<file path="src/rtl/bytevm_pkg.sv">
package bytevm_pkg;

  localparam int BYTE_W    = 8;
  localparam int NUM_GPR   = 4;
  localparam int GPR_SEL_W = $clog2(NUM_GPR);

  typedef enum logic [BYTE_W-1:0] {
    OP_NOP = 8'h00,
    OP_LDI = 8'h01,
    OP_ADD = 8'h02,
    OP_SUB = 8'h03,
    OP_JMP = 8'h04,
    OP_SKE = 8'h05
  } opcode_e;

  typedef enum logic [2:0] {
    ST_IDLE,
    ST_CHECK,
    ST_OPCODE,
    ST_OPND1,
    ST_OPND2,
    ST_HALT
  } state_e;

  function automatic logic opcode_known(input logic [BYTE_W-1:0] b);
    return b <= OP_SKE;
  endfunction

  function automatic logic gpr_code_ok(input logic [BYTE_W-1:0] b);
    return b < BYTE_W'(NUM_GPR);
  endfunction

endpackage

</file>
<file path="src/rtl/bytevm_progmem.sv">
module bytevm_progmem #(
  parameter int ADDR_W = 8,
  parameter int BYTE_W = 8
) (
  input  logic              clk,
  input  logic              wr_en,
  input  logic [ADDR_W-1:0] wr_addr,
  input  logic [BYTE_W-1:0] wr_data,
  input  logic [ADDR_W-1:0] rd_addr,
  output logic [BYTE_W-1:0] rd_q
);
  localparam int DEPTH = 1 << ADDR_W;

  logic [BYTE_W-1:0] store [DEPTH];

  // single write port, registered read port: maps onto one block RAM
  always_ff @(posedge clk) begin
    if (wr_en) store[wr_addr] <= wr_data;
    rd_q <= store[rd_addr];
  end

endmodule

</file>
<file path="src/rtl/bytevm_regfile.sv">
module bytevm_regfile #(
  parameter int DATA_W = 16,
  parameter int NREG   = 4
) (
  input  logic                   clk,
  input  logic                   rst,
  input  logic                   clr,
  input  logic                   wr_en,
  input  logic [$clog2(NREG)-1:0] wr_sel,
  input  logic [DATA_W-1:0]      wr_data,
  input  logic [$clog2(NREG)-1:0] rd_sel_a,
  input  logic [$clog2(NREG)-1:0] rd_sel_b,
  output logic [DATA_W-1:0]      rd_a,
  output logic [DATA_W-1:0]      rd_b,
  output logic [NREG*DATA_W-1:0] flat_q
);
  logic [DATA_W-1:0] gpr [NREG];

  always_ff @(posedge clk) begin
    if (rst || clr) begin
      for (int i = 0; i < NREG; i++) gpr[i] <= '0;
    end else if (wr_en) begin
      gpr[wr_sel] <= wr_data;
    end
  end

  assign rd_a = gpr[rd_sel_a];
  assign rd_b = gpr[rd_sel_b];

  for (genvar g = 0; g < NREG; g++) begin : g_flat
    assign flat_q[g*DATA_W +: DATA_W] = gpr[g];
  end

endmodule

</file>
<file path="src/rtl/bytevm_alu.sv">
module bytevm_alu
  import bytevm_pkg::*;
#(
  parameter int DATA_W = 16
) (
  input  logic [BYTE_W-1:0] op,
  input  logic [DATA_W-1:0] a,
  input  logic [DATA_W-1:0] b,
  input  logic [BYTE_W-1:0] imm,
  output logic [DATA_W-1:0] result,
  output logic              eq
);
  always_comb begin
    case (op)
      OP_LDI:  result = {{(DATA_W-BYTE_W){1'b0}}, imm};
      OP_ADD:  result = a + b;
      OP_SUB:  result = a - b;
      default: result = a;
    endcase
  end

  assign eq = (a == b);

endmodule

</file>
<file path="src/rtl/bytevm_ctrl.sv">
module bytevm_ctrl
  import bytevm_pkg::*;
#(
  parameter int ADDR_W = 8
) (
  input  logic                 clk,
  input  logic                 rst,
  input  logic                 start,
  input  logic [ADDR_W-1:0]    prog_len,
  input  logic [BYTE_W-1:0]    mem_q,
  input  logic                 eq,
  output logic [ADDR_W-1:0]    rd_addr,
  output logic [ADDR_W-1:0]    pc,
  output logic [BYTE_W-1:0]    ir,
  output logic [GPR_SEL_W-1:0] sel_a,
  output logic [GPR_SEL_W-1:0] sel_b,
  output logic                 rf_we,
  output logic                 retire,
  output logic                 halted,
  output logic                 illegal
);
  state_e            state;
  logic [BYTE_W-1:0] op1_q;
  logic              opnds_ok;
  logic              writes_reg;

  // every read targets the pre-incremented counter; data returns next cycle
  assign rd_addr = pc + ADDR_W'(1);

  assign sel_a = op1_q[GPR_SEL_W-1:0];
  assign sel_b = mem_q[GPR_SEL_W-1:0];

  assign opnds_ok   = gpr_code_ok(op1_q) && ((ir == OP_LDI) || gpr_code_ok(mem_q));
  assign writes_reg = (ir == OP_LDI) || (ir == OP_ADD) || (ir == OP_SUB);
  assign rf_we      = (state == ST_OPND2) && !start && opnds_ok && writes_reg;

  always_ff @(posedge clk) begin
    if (rst) begin
      state   <= ST_IDLE;
      pc      <= '0;
      ir      <= '0;
      op1_q   <= '0;
      retire  <= 1'b0;
      halted  <= 1'b0;
      illegal <= 1'b0;
    end else begin
      retire <= 1'b0;
      if (start) begin
        state   <= ST_CHECK;
        pc      <= '0;
        ir      <= '0;
        halted  <= 1'b0;
        illegal <= 1'b0;
      end else begin
        case (state)
          ST_CHECK: begin
            if (pc < prog_len) begin
              pc    <= pc + ADDR_W'(1);
              state <= ST_OPCODE;
            end else begin
              halted <= 1'b1;
              state  <= ST_HALT;
            end
          end
          ST_OPCODE: begin
            ir <= mem_q;
            if (!opcode_known(mem_q) || mem_q == OP_NOP) begin
              if (!opcode_known(mem_q)) illegal <= 1'b1;
              retire <= 1'b1;
              state  <= ST_CHECK;
            end else begin
              pc    <= pc + ADDR_W'(1);
              state <= ST_OPND1;
            end
          end
          ST_OPND1: begin
            op1_q <= mem_q;
            if (ir == OP_JMP) begin
              pc     <= ADDR_W'(mem_q);
              retire <= 1'b1;
              state  <= ST_CHECK;
            end else begin
              pc    <= pc + ADDR_W'(1);
              state <= ST_OPND2;
            end
          end
          ST_OPND2: begin
            if (!opnds_ok) illegal <= 1'b1;
            else if (ir == OP_SKE && eq) pc <= pc + ADDR_W'(3);
            retire <= 1'b1;
            state  <= ST_CHECK;
          end
          default: state <= state;
        endcase
      end
    end
  end

endmodule

</file>
<file path="src/rtl/bytevm_core.sv">
module bytevm_core
  import bytevm_pkg::*;
#(
  parameter int DATA_W = 16,
  parameter int ADDR_W = 8
) (
  input  logic              clk,
  input  logic              rst,
  input  logic              start,
  input  logic [ADDR_W-1:0] prog_len,
  input  logic              load_we,
  input  logic [ADDR_W-1:0] load_addr,
  input  logic [7:0]        load_byte,
  output logic              halted,
  output logic              illegal,
  output logic              retire,
  output logic [ADDR_W-1:0] dbg_pc,
  output logic [7:0]        dbg_ir,
  output logic [DATA_W-1:0] dbg_reg_a,
  output logic [DATA_W-1:0] dbg_reg_b,
  output logic [DATA_W-1:0] dbg_reg_c,
  output logic [DATA_W-1:0] dbg_reg_d
);
  localparam int FLAT_W = NUM_GPR * DATA_W;

  logic [ADDR_W-1:0]    rd_addr;
  logic [BYTE_W-1:0]    mem_q;
  logic [GPR_SEL_W-1:0] sel_a;
  logic [GPR_SEL_W-1:0] sel_b;
  logic                 rf_we;
  logic [DATA_W-1:0]    opnd_a;
  logic [DATA_W-1:0]    opnd_b;
  logic [DATA_W-1:0]    alu_res;
  logic                 alu_eq;
  logic [FLAT_W-1:0]    gpr_flat;

  bytevm_progmem #(.ADDR_W(ADDR_W), .BYTE_W(BYTE_W)) u_mem (
    .clk     (clk),
    .wr_en   (load_we),
    .wr_addr (load_addr),
    .wr_data (load_byte),
    .rd_addr (rd_addr),
    .rd_q    (mem_q)
  );

  bytevm_ctrl #(.ADDR_W(ADDR_W)) u_ctrl (
    .clk      (clk),
    .rst      (rst),
    .start    (start),
    .prog_len (prog_len),
    .mem_q    (mem_q),
    .eq       (alu_eq),
    .rd_addr  (rd_addr),
    .pc       (dbg_pc),
    .ir       (dbg_ir),
    .sel_a    (sel_a),
    .sel_b    (sel_b),
    .rf_we    (rf_we),
    .retire   (retire),
    .halted   (halted),
    .illegal  (illegal)
  );

  bytevm_regfile #(.DATA_W(DATA_W), .NREG(NUM_GPR)) u_rf (
    .clk      (clk),
    .rst      (rst),
    .clr      (start),
    .wr_en    (rf_we),
    .wr_sel   (sel_a),
    .wr_data  (alu_res),
    .rd_sel_a (sel_a),
    .rd_sel_b (sel_b),
    .rd_a     (opnd_a),
    .rd_b     (opnd_b),
    .flat_q   (gpr_flat)
  );

  bytevm_alu #(.DATA_W(DATA_W)) u_alu (
    .op     (dbg_ir),
    .a      (opnd_a),
    .b      (opnd_b),
    .imm    (mem_q),
    .result (alu_res),
    .eq     (alu_eq)
  );

  assign dbg_reg_a = gpr_flat[0*DATA_W +: DATA_W];
  assign dbg_reg_b = gpr_flat[1*DATA_W +: DATA_W];
  assign dbg_reg_c = gpr_flat[2*DATA_W +: DATA_W];
  assign dbg_reg_d = gpr_flat[3*DATA_W +: DATA_W];

endmodule

</file>
<file path="config.mk">
export PLATFORM = sky130hd
export DESIGN_NAME = bytevm_core
export DESIGN_NICKNAME = d
export VERILOG_FILES = /design/src/rtl/bytevm_pkg.sv /design/src/rtl/bytevm_progmem.sv /design/src/rtl/bytevm_regfile.sv /design/src/rtl/bytevm_alu.sv /design/src/rtl/bytevm_ctrl.sv /design/src/rtl/bytevm_core.sv
export SDC_FILE = /design/constraint.sdc
export NUM_CORES = 2
export LEC_CHECK = 0
export ABC_CLOCK_PERIOD_IN_PS = 4200
export BUFFER_PORTS_ARGS = -buffer_cell sky130_fd_sc_hd__buf_2
export CAP_MARGIN = 15
export CORE_MARGIN = 2
export CORE_UTILIZATION = 50
export DETAILED_ROUTE_END_ITERATION = 12
export PLACE_DENSITY = 0.75
export SLEW_MARGIN = 0
export SYNTH_ARGS = -nofsm -noshare
export SYNTH_HDL_FRONTEND = slang
export SYNTH_SLANG_ARGS = --single-unit
export TNS_END_PERCENT = 1
</file>
<file path="constraint.sdc">
create_clock -name clk -period 4.2 [get_ports clk]
set_clock_uncertainty 0.1 [all_clocks]
set_input_delay 0.84 -clock clk [delete_from_list [all_inputs] [get_ports clk]]
set_output_delay 0.84 -clock clk [all_outputs]
set_load 0.02 [all_outputs]
</file>
==> metrics.log <==
[metrics] ratio of cells with drive above 1 in the final layout: 0.3078
[metrics] total negative setup slack: 0 ns
[metrics] kind of critical path: reg -> reg
[metrics] Worst path slowest cell: sky130_fd_sc_hd__mux4_2
[metrics] cts bufs inserted: 200
[metrics] top_reg_cell synth: sky130_fd_sc_hd__edfxtp_1
[metrics] maximum number of pins on one net before global-route repair: 133
[metrics] Cell variety after synth: 65
[metrics] GRT Total Usage: 0.2358
[metrics] most common cell after layout, fill and taps aside: sky130_fd_sc_hd__edfxtp_1
[metrics] number of gates resized after CTS: 1
[metrics] non-filler instance count after layout: ~6800
[metrics] cell repeated most along the worst path: sky130_fd_sc_hd__nor4_1
[metrics] leakage power of the design: between 30 and 40 nW
[metrics] sum of routed wire length over all layers: 203700 um
[metrics] vias per cell: between 6 and 7
[metrics] summed instance area of the synthesized netlist: between 80000 and 90000 um2
[metrics] First-pass DRT Iterations: 6
[metrics] FP Rows: 151
[metrics] Worst Hold Slack: around 0.27 ns
[metrics] final period demand of the worst path: just under 4 ns
[metrics] post-synthesis async set-or-reset flop share: 0
[metrics] post-synthesis sequential element count: 2152
[metrics] number of sinks handled by clock tree synthesis: roughly 2200
[metrics] Iter 0 DRT Violations: between 5000 and 6000
[metrics] number of warnings printed during yosys synthesis: 0
[metrics] routed vias: approximately 43000
[metrics] hold violation count in the final report: 0
[metrics] number of enable-type register cells in the synthesized netlist: around 2100
[metrics] # port buffers: 110
[metrics] ANT nets after route: 0
[metrics] final net count: between 4000 and 5000
[metrics] final critical-path setup slack: around 0.22 ns
[metrics] Area after DPL: 90810 um2
[metrics] maximum number of buffers from clock root to sink: 3
[metrics] max-slew headroom at the worst pin: 0.3434
[metrics] share of the clock period used by the worst path: 0.9465
[metrics] fill cell total of the finished layout: about 12000
[metrics] gp weighted congestion: 0.9362
[metrics] net count of the mapped netlist: a little over 4000
[metrics] Placed Cells: roughly 6400
[metrics] max incr delay on CP: roughly 0.66 ns
[metrics] Slew @ Worst Pin: around 1 ns
[metrics] proportion of synthesized chip area in sequential cells: 0.7517
[metrics] buffers inserted by post-CTS timing repair: 0
[metrics] top fanout value on the critical path: 8
[metrics] critical path required time: between 4 and 5 ns
[metrics] buffer type at the clock tree root: sky130_fd_sc_hd__clkbuf_16
[metrics] wire length of the first global-routing pass: 299400 um
[metrics] Initial Util: 0.5041
[metrics] clock-pin slew on the worst setup and hold paths: about 0.060 ns
[metrics] core region area: 169500 um2
[metrics] antenna violations before repair: 6
[metrics] final standard cell area without fillers: 97240 um2
[metrics] Horiz. Die Dim: about 420 um
[metrics] Max H-tree Level: 4
[metrics] startpoint kind of the worst setup timing path: flip-flop
[metrics] post-route DRC violation count: 0
[metrics] Arrival @ worst endpoint: 4.49 ns
[metrics] count of hold-fix buffers inserted at cts: 0
[metrics] I/O pin count: 111
[metrics] run status: finished clean
[metrics] mean routed wirelength per cell: 30.06 um
[metrics] Pwr Density: roughly 450 nW/um2
[metrics] overflow left after global routing: 0
[metrics] fmax: approximately 250 MHz
[metrics] DP Wirelength: between 100000 and 150000 um
[metrics] full die area: ~170000 um2
[metrics] setup slack at placement: -0.03086 ns
[metrics] cell-by-cell listing of the critical path: mux4_2 > ha_1 > nand2b_1 > a21oi_1 > o21ai_0 > a41o_1 > o41ai_2 > a2111oi_1 > nor4_1 > buf_4 > nor4_1
[metrics] worst ir drop on vdd: about 0.35 mV
[metrics] average instance area after synthesis: between 20 and 25 um2
[metrics] worst hold-check path type: in -> reg
[metrics] via count of the first global-routing pass: 43300
[metrics] max cap viols: 0
[metrics] unrepaired setup endpoints after global routing: yes
[metrics] clock tree from TritonCTS: yes
[metrics] final-report setup violation count: 0
[metrics] CP Capture Type: flip-flop
[metrics] Syn-to-layout area delta: 13.82%
[metrics] number of slew-limit violations in the final report: 0
[metrics] Die Y: 417.4 um
[metrics] number of instances in the synthesized netlist: about 4000
[metrics] Skew-Pair Late Insertion Delay: 0.85 ns
[metrics] most frequent cells in the layout: sky130_fd_sc_hd__edfxtp_1, sky130_fd_sc_hd__mux4_2, sky130_fd_sc_hd__nor2_1
## per-stage QoR
stage	total power, W	util
2_1_floorplan	0.02538	-
3_3_place_gp	0.02632	0.5358
3_5_place_dp	0.02636	0.5358
4_1_cts	0.04376	0.5737
5_1_grt	0.04468	0.5738
6_report	0.04358	0.5738
## worst paths after layout
kind	start	to	cells after the start	slack [ns]
setup / recovery	flip-flop	u_rf.gpr[3][15]	11	0.22
hold / removal	start	u_ctrl.state[0]	3	0.27
setup reg to reg	flip-flop	u_rf.gpr[3][15]	11	0.22
hold reg to reg	u_ctrl.op1_q[5]	u_ctrl.op1_q[5]	2	0.35
## cell usage after synthesis, drive strengths merged (15+ instances only)
cell type	count	share of area
dfxtp	40	0.0094
nor2	377	0.017
nand2	87	0.0038
o21ai	32	0.0019
xnor2	17	0.0017
edfxtp	2112	0.74
a221oi	16	0.0016
nand3	27	0.0016
mux4	672	0.18
clkbuf	153	0.0067
nor3	27	0.0016
a22oi	43	0.0038
ha	40	0.0059
a21oi	55	0.0032
a22o	17	0.0017
inv	50	0.0022
buf	69	0.0038
mux2i	15	0.0018
## metal layers
layer  vias up  global-route usage  share of wire
met5         -                   0        0.00027
met4         8             0.07805          0.033
met3       398             0.04783           0.10
met2      2581              0.3801           0.49
met1     22720              0.3259           0.38
li1      17500                   -              -
## worst max-delay path, delay by kind of cell (launching register included)
| kind | cells | cell delay, ns |
|---|---|---|
| DFF | 1 | 0.51 |
| adders and majority gates | 1 | 0.36 |
| and+or+nand+nor | 3 | 0.53 |
| muxes | 1 | 0.66 |
| buffers and inverters | 1 | 0.18 |
| AOI/OAI and AO/OA | 5 | 1.41 |
## sequential cells by signal, summed over array words and instances (netlist names), named ones only
name	count
u_ctrl.op1_q	8
u_mem.store	2048
u_ctrl.state	3
u_ctrl.halted	1
u_ctrl.ir	8
u_ctrl.retire	1
u_mem.rd_q	8
u_rf.gpr	64
u_ctrl.pc	8
u_ctrl.illegal	1
## logic make-up (layout without fill, tap and decap cells)
logic type      Yosys count  after routing  synth area share
xor+xnor                 25             25          0.002563
compound gates          234            234           0.01910
fa+ha+maj                42             42          0.006327
simple gates            580            580           0.02866
mux                     687            687            0.1789
flops                  2152           2152            0.7517
buf+inv                 272            838           0.01273
other cells               0              1                 0
## final cells by class
type,count,area [um2],area share
Multi-Input combinational cell,1568,20230,0.2080
Clock inverter,115,1057,0.01087
Inverter,50,187.7,0.001930
Clock buffer,252,5354,0.05506
Sequential cell,2152,64230,0.6605
Antenna cell,1,2.502,0.00002574
Timing Repair Buffer,421,3406,0.03503
Tap cell,2218,2775,0.02854
## where the power goes
part	leakage [nW]	internal, W	total, W	switching [W]
registers	19.4	0.0236	0.0237	0.0000587
logic	7.81	0.000883	0.00223	0.00135
clock network	3.13	0.00985	0.0176	0.00780
Power figures use the tool's default switching activity.
